<file path="src/rtl/sectr_pkg.sv">
package sectr_pkg;

  // Sector a channel belongs to after reset: equal contiguous blocks.
  function automatic int unsigned home_sector(input int unsigned ch,
                                              input int unsigned n_ch,
                                              input int unsigned n_sec);
    return (ch * n_sec) / n_ch;
  endfunction

endpackage

</file>
<file path="src/rtl/sector_map_regs.sv">
module sector_map_regs #(
  parameter int N_CH  = 128,
  parameter int N_SEC = 8,
  localparam int SEC_W  = $clog2(N_SEC),
  localparam int ADDR_W = $clog2(N_CH)
) (
  input  logic                        clk,
  input  logic                        rst_n,
  input  logic                        cfg_we,
  input  logic [ADDR_W-1:0]           cfg_addr,
  input  logic [SEC_W-1:0]            cfg_sector,
  input  logic                        cfg_enable,
  output logic [N_CH-1:0][SEC_W-1:0]  map_sec_o,
  output logic [N_CH-1:0]             map_en_o
);
  import sectr_pkg::*;

  logic [N_CH-1:0][SEC_W-1:0] sec_q;
  logic [N_CH-1:0]            en_q;

  always_ff @(posedge clk or negedge rst_n) begin
    if (!rst_n) begin
      for (int c = 0; c < N_CH; c++) begin
        sec_q[c] <= SEC_W'(home_sector(c, N_CH, N_SEC));
        en_q[c]  <= 1'b1;
      end
    end else if (cfg_we) begin
      sec_q[cfg_addr] <= cfg_sector;
      en_q[cfg_addr]  <= cfg_enable;
    end
  end

  assign map_sec_o = sec_q;
  assign map_en_o  = en_q;

  assert_write_lands_R4: assert property (@(posedge clk) disable iff (!rst_n)
    cfg_we |=> (sec_q[$past(cfg_addr)] == $past(cfg_sector)) &&
               (en_q[$past(cfg_addr)] == $past(cfg_enable)));

  for (genvar g = 0; g < N_CH; g++) begin : g_local
    assert_write_local_R7: assert property (@(posedge clk) disable iff (!rst_n)
      (!cfg_we || cfg_addr != ADDR_W'(g)) |=> ($stable(sec_q[g]) && $stable(en_q[g])));
  end

endmodule

</file>
<file path="src/rtl/sector_or_net.sv">
module sector_or_net #(
  parameter int N_CH  = 128,
  parameter int N_SEC = 8,
  localparam int SEC_W = $clog2(N_SEC)
) (
  input  logic [N_CH-1:0]             hit_i,
  input  logic [N_CH-1:0][SEC_W-1:0]  map_sec_i,
  input  logic [N_CH-1:0]             map_en_i,
  output logic [N_SEC-1:0]            sector_raw_o
);
  logic [N_CH-1:0] live_hits;
  assign live_hits = hit_i & map_en_i;

  for (genvar s = 0; s < N_SEC; s++) begin : g_sec
    logic [N_CH-1:0] member;
    always_comb begin
      for (int c = 0; c < N_CH; c++)
        member[c] = (map_sec_i[c] == SEC_W'(s));
    end
    assign sector_raw_o[s] = |(live_hits & member);
  end

endmodule

</file>
<file path="src/rtl/sector_out_reg.sv">
module sector_out_reg #(
  parameter int N_SEC = 8
) (
  input  logic             clk,
  input  logic             rst_n,
  input  logic [N_SEC-1:0] d_i,
  output logic [N_SEC-1:0] q_o
);
  always_ff @(posedge clk or negedge rst_n) begin
    if (!rst_n) q_o <= '0;
    else        q_o <= d_i;
  end
endmodule

</file>
<file path="src/rtl/sector_trigger_or.sv">
module sector_trigger_or #(
  parameter int N_CH  = 128,
  parameter int N_SEC = 8,
  localparam int SEC_W  = $clog2(N_SEC),
  localparam int ADDR_W = $clog2(N_CH)
) (
  input  logic              clk,
  input  logic              rst_n,
  input  logic [N_CH-1:0]   hit_i,
  input  logic              cfg_we,
  input  logic [ADDR_W-1:0] cfg_addr,
  input  logic [SEC_W-1:0]  cfg_sector,
  input  logic              cfg_enable,
  output logic [N_SEC-1:0]  sector_o
);
  logic [N_CH-1:0][SEC_W-1:0] map_sec;
  logic [N_CH-1:0]            map_en;
  logic [N_SEC-1:0]           sector_raw;

  sector_map_regs #(.N_CH(N_CH), .N_SEC(N_SEC)) u_map (
    .clk(clk), .rst_n(rst_n), .cfg_we(cfg_we), .cfg_addr(cfg_addr),
    .cfg_sector(cfg_sector), .cfg_enable(cfg_enable),
    .map_sec_o(map_sec), .map_en_o(map_en));

  sector_or_net #(.N_CH(N_CH), .N_SEC(N_SEC)) u_or (
    .hit_i(hit_i), .map_sec_i(map_sec), .map_en_i(map_en),
    .sector_raw_o(sector_raw));

  sector_out_reg #(.N_SEC(N_SEC)) u_out (
    .clk(clk), .rst_n(rst_n), .d_i(sector_raw), .q_o(sector_o));

  assert_hit_origin_R2: assert property (@(posedge clk) disable iff (!rst_n)
    (|sector_o) |-> $past(|hit_i));

  assert_disabled_silent_R5: assert property (@(posedge clk) disable iff (!rst_n)
    ((hit_i & map_en) == '0) |=> (sector_o == '0));

  assert_idle_zero_R8: assert property (@(posedge clk) disable iff (!rst_n)
    (hit_i == '0) |=> (sector_o == '0));

endmodule

</file>
<file path="config.mk">
export PLATFORM = sky130hd
export DESIGN_NAME = sector_trigger_or
export DESIGN_NICKNAME = d
export VERILOG_FILES = /design/src/rtl/sectr_pkg.sv /design/src/rtl/sector_map_regs.sv /design/src/rtl/sector_or_net.sv /design/src/rtl/sector_out_reg.sv /design/src/rtl/sector_trigger_or.sv
export SDC_FILE = /design/constraint.sdc
export NUM_CORES = 1
export LEC_CHECK = 0
export BUFFER_PORTS_ARGS = -buffer_cell sky130_fd_sc_hd__buf_2
export CELL_PAD_IN_SITES_DETAIL_PLACEMENT = 1
export CELL_PAD_IN_SITES_GLOBAL_PLACEMENT = 1
export CORE_UTILIZATION = 35
export DETAILED_ROUTE_END_ITERATION = 10
export PLACE_DENSITY = 0.6
export SLEW_MARGIN = 10
export SYNTH_ARGS = -nofsm -noshare
export SYNTH_HDL_FRONTEND = slang
export SYNTH_HIERARCHICAL = 1
export SYNTH_SLANG_ARGS = --single-unit
export TNS_END_PERCENT = 100
</file>
<file path="constraint.sdc">
create_clock -name clk -period 2.5 [get_ports clk]
set_input_delay 0.75 -clock clk [delete_from_list [all_inputs] [get_ports clk]]
set_output_delay 0.75 -clock clk [all_outputs]
set_load 0.01 [all_outputs]
</file>
# After elaboration in Yosys (flattened, before gate mapping)
# Index checks and enable logic that the tools add are counted.
[totals]
in_bits = 142
wordCells = 1180
register_bits = 520
output_inout_bits = 8
[op_classes]
bitwise = 9
n_reduce_logical = 137
n_lt_le_gt_ge = 2
n_eq_ne = 896
muxes = 6
[op_table]
columns = ["cell", "n"]
rows = [
  ["equality test 3 bit, second input constant", 512],
  ["bitwise AND 128 bit", 9],
  ["OR reduction 128 bit", 8],
  ["equality test 3 x 2 -> 1 bit, second input constant", 256],
  ["bitwise mux 384 bit", 1],
  ["equality test 3 x 1 -> 1 bit, second input constant", 128],
  ["logical NOT 3 bit", 128],
  ["bitwise mux 128 bit", 1],
  ["demux 3 bit (select 7 bit)", 1],
  ["less-than comparator 7 x 8 -> 1 bit, second input constant", 1],
  ["demux 1 bit (select 7 bit)", 1],
  [">= comparator 7 x 1 -> 1 bit, second input constant", 1],
  ["two-way mux 3 bit", 1],
  ["logical AND 1 bit", 1],
  ["two-way mux 1 bit", 1],
]

# Logic depth before layout (Yosys ltp)
[logic_depth]
ltp_word = 5
depth_mapped = 6

# Cells and area by module
# Netlist, hierarchy kept.
[modules_own_cells]
columns = ["mod", "n_inst", "area_each_um2", "cells_per_inst"]
rows = [
  ["sector_map_regs", 1, 20310.7, 1276],
  ["sector_or_net", 1, 8770.9, 1384],
  ["sector_out_reg", 1, 200.2, 8],
]

# Least setup slack after synthesis
# Ideal clock, no wire load.
[synth_timing]
path_kind = "input to register"
startpoint = "in cfg_addr[4]"
endpoint = "reg u_map.sec_q (netlist bit u_map/map_sec_o[117])"
slack_ps = 312
arrival_ps = 2063
path_stages = 5
setup_time_ps = 125
n_path_buf = 2
cell_sequence = "buf_2 buf_4 nor4b_4 and2b_1 mux2_2"
[synth_between]
elab_chain_cells = 5
word_cells_on_any_way = 6
[synth_lines]
columns = ["element", "line", "rtl"]
rows = [
  ["start: declaration", "sector_trigger_or.sv:11", "input logic [ADDR_W-1:0] cfg_addr,"],
  ["less-than comparator 7 x 8 -> 1 bit (implied by the code) or >= comparator 7 x 1 -> 1 bit (tied branches)", "sector_map_regs.sv:28", "sec_q[cfg_addr] <= cfg_sector;"],
  ["logical AND 1 bit (implied by the code)", "sector_map_regs.sv:28", ""],
  ["two-way mux 3 bit (implied by the code)", "sector_map_regs.sv:28", ""],
  ["demux 3 bit (select 7 bit) (*)", "-", ""],
  ["bitwise mux 384 bit (*)", "sector_map_regs.sv:28", ""],
  ["end signal: indexed assignment", "sector_map_regs.sv:24", "sec_q[c] <= SEC_W'(home_sector(c, N_CH, N_SEC));"],
  ["end signal: indexed assignment", "sector_map_regs.sv:28", ""],
  ["end: declaration", "sector_map_regs.sv:18", "logic [N_CH-1:0][SEC_W-1:0] sec_q;"],
]
# Mark *: on every way between the ends. The rest lies on a longest branch, timed or not.
# A chain may end at the register's enable or synchronous reset.

# Worst setup path in the final report
[layout_timing]
startpoint = "reg u_map.sec_q (netlist bit u_map/map_sec_o[356])"
endpoint = "reg u_out.q_o[1]"
[layout_between]
elab_chain_cells = 3
[layout_lines]
columns = ["element", "line", "rtl"]
rows = [
  ["equality test 3 x 1 -> 1 bit", "sector_or_net.sv:18", "member[c] = (map_sec_i[c] == SEC_W'(s));"],
  ["bitwise AND 128 bit", "sector_or_net.sv:20", "assign sector_raw_o[s] = |(live_hits & member);"],
  ["OR reduction 128 bit", "sector_or_net.sv:20", ""],
  ["net sector_raw[1]", "sector_trigger_or.sv:18", "logic [N_SEC-1:0] sector_raw;"],
  ["end signal: assignment", "sector_out_reg.sv:11", "else q_o <= d_i;"],
  ["end: declaration", "sector_out_reg.sv:7", "output logic [N_SEC-1:0] q_o"],
]
# The timed path passes the listed nets, and every way through them passes these cells.

==> results by group <==
Logic synthesis
  – Sequential-to-total area share from yosys stat: 45.8%
  – Share of synthesized flip-flops with an asynchronous set or reset: 100%
  – Top_reg_cell synth: dfstp_2
  – Post-synth EDFFs: 0
  – Syn_nets: 2810
  – FF+latch count, synth: 520
  – Mapped Area: 0.0293 mm2
  – Top cell type's share of synthesized area: 28.7%
  – Synth top area cells: dfstp_2 (29%), mux2_2 (19%), dfrtp_1 (17%)
  – Yosys top cell by area: dfstp_2
  – Ys Warns: 6
  – Synth Area per Inst: 11.0 um2
  – Gate Count Post-Synth: 2668
  – Distinct cells, synth: 39

Finish
  – Post-route core utilization: 43.0%
  – Area Growth Syn to Fin: 21.0%
  – Area of the multi-input gates: 0.0157 mm2
  – Commonest non-fill, non-tap cell in the layout: mux2_2
  – Most frequent cells in the layout: mux2_2 (485), o22ai_1 (384), dfstp_2 (320), nand2b_1 (236), nand2_1 (209)
  – Reg area: 0.0134 mm2
  – Nets: 3163
  – Layout cell share with drive strength beyond 1: 45.5%
  – Fillers: 8892

Floorplanning
  – Number of top-level pins: 150
  – Die area: 0.0848 mm2
  – FP Rows: 105
  – Die Width: 291 um
  – Die height: 291 um
  – Core area: 0.0824 mm2
  – Starting density of the core: 35.5%

STA
  – Fin. max-slew vios: 0
  – Max Freq: 404 MHz
  – Worst Max-Slew Pin Slew: 0.935 ns
  – Normalized max-slew margin: 37.2%
  – Final hold slack: 0.436 ns
  – RSZ-0062 raised after global routing: no
  – Setup-failing EPs final: 0
  – Tcrit/Tclk final: 99.0%
  – Setup TNS: 0 ns
  – Clock skew: 0.0238 ns
  – Count of final hold-check violations: 0
  – Period minus WS final: 2.47 ns

Global routing
  – GR Overflow Total: 0
  – Initial antenna violation count: 10
  – Global-route wire length before repair: 165000 um
  – Largest net degree at the start of global routing: 101
  – GRT Util Overall: 25.3%
  – Vias in the first global route: 26.5k

Clock network
  – CTS tree: yes
  – Reg clk slew, reported paths: 0.06 ns
  – H-tree levels: 2
  – Sinks on Clock Net: 520
  – Clk_lat worst skew: 0.64 ns
  – Inserted Clock Buffers: 61
  – Root buffer cell: clkbuf_16
  – CTS Buffer Depth: 3
  – Setup Buffers After CTS: 0

Power and ir drop
  – Maximum vdd drop: 0.000657 V
  – Tot Pwr: 23.1 mW
  – Pleak: 13.6 nW
  – PwrDens: 653 mW/mm2

Critical path
  – CP max-delay cell: or4_1
  – Critical Path RT: 3.01 ns
  – Crit-path cells: nand3b_1 -> o22ai_1 -> nor4_2 -> buf_4 -> nand4_1 -> or4_1
  – Worst path bufs/invs: 1
  – Worst Setup Path Type: reg2reg
  – Crit path max fanout: 4
  – Max stage delay on crit path: 0.62 ns
  – Setup crit start kind: flip-flop
  – Worst path top cell family by delay: simple AND/OR/NAND/NOR gates
  – Critical path arrival: 2.99 ns
  – Nature of the critical path endpoint: flip-flop

Placement
  – Port Buffers: 149
  – Gp weighted congestion: 0.928
  – DP HPWL: 81100 um

Routing
  – DR pass1 iterations: 5
  – Avg WL per Cell: 26.1 um
  – Vias per cell: 5.94
  – Post-Route WL: 108000 um
  – Final antenna-violating net count: 0
  – Vias: 24.6k
  – DRC: 0
  – Iter 0 DRT Violations: 1299

Run status
  – Status: finished clean

Run
  – Max-cap viol count: 0

Min path
  – Hold Crit Class: in2reg
==> synth_stat cells (12+ instances only) <==
cell type  count
clkbuf_1      69
dfrtp_1      200
dfstp_2      320
mux2_1        27
mux2_2       485
nand2_1      209
nand2b_1     236
nand3_1      125
nand3b_1     122
nand4_1       35
nor2_1        26
nor4_1       126
o22ai_1      384
o32ai_1      128
or2_2         64
or2b_1        18
or4_1         12
==> power breakdown <==
| part | total [mW] | switching (mW) | internal, mW |
|---|---|---|---|
| logic | 3.07 | 1.61 | 1.46 |
| registers | 10.2 | 0.756 | 9.47 |
| clock network | 9.82 | 3.75 | 6.07 |
| total | 23.1 | 6.12 | 17.0 |
==> worst paths after layout <==
check	to	cells past startpoint	slack, ns	start
min reg2reg	u_map/map_sec_o[101]	1	0.52	u_map/map_sec_o[101]
min	u_map/map_sec_o[360]	2	0.44	cfg_sector[0]
min in group asynchronous	u_map/map_sec_o[47]	2	0.59	rst_n
max	u_out/q_o[1]	6	0.03	u_map/map_sec_o[356]
max reg2reg	u_out/q_o[1]	6	0.03	u_map/map_sec_o[356]
max in group asynchronous	u_map/map_sec_o[241]	3	1.06	rst_n
==> per-stage QoR <==
step	instance area, um2	worst slack, ns	std cells
3_5_place_dp	33000	-0.566	4027
3_3_place_gp	33000	-0.529	4027
5_1_grt	35400	0.000926	4144
6_report	35400	0.0262	4148
2_1_floorplan	29300	0.312	2668
4_1_cts	35300	0.00205	4144
==> layer usage <==
layer	vias up	global-route usage [%]	share of wire (%)
li1	11200	-	-
met1	12700	33.3	44
met2	539	42.6	48
met3	197	3.31	4.2
met4	10	8.75	3.4
met5	-	0	0.063
==> worst reg2reg max path, stage by stage (launching register included) <==
cell and delay [ns]:
dfstp_2 0.54, nand3b_1 0.21, o22ai_1 0.14, nor4_2 0.38, buf_4 0.18, nand4_1 0.30
or4_1 0.62
==> repair_timing <==
item                                    4_1_cts  5_1_grt
pin swaps                                     0        7
hold buffers                                  1        0
resized for setup                            11       11
endpoints found under the setup margin        7        6
endpoints found under the hold margin        11        0
==> sequential cells by signal (all words and copies together) (netlist names) <==
signal,cells
u_map/map_sec_o,384
u_map/map_en_o,128
u_out/q_o,8
==> cell families (layout without fill, tap and decap cells) <==
group / Yosys count / in the layout / share of synthesized area (%)
flops: 520 / 520 / 45.8
other cells: 0 / 4 / 0
mux: 512 / 512 / 19.7
compound gates: 512 / 512 / 12.0
buf+inv: 85 / 491 / 1.21
simple gates: 1039 / 1039 / 21.3
==> cell type report <==
class,instances,share of cell area [%]
flip-flops and latches,520,37.9
clock buffers,90,5.05
multi-input cells,2063,44.3
well taps,1070,3.78
repair buffers,375,7.81
diodes,4,0.0283
clock inverters,26,1.22
No activity file was read; power rests on OpenSTA's default activity.
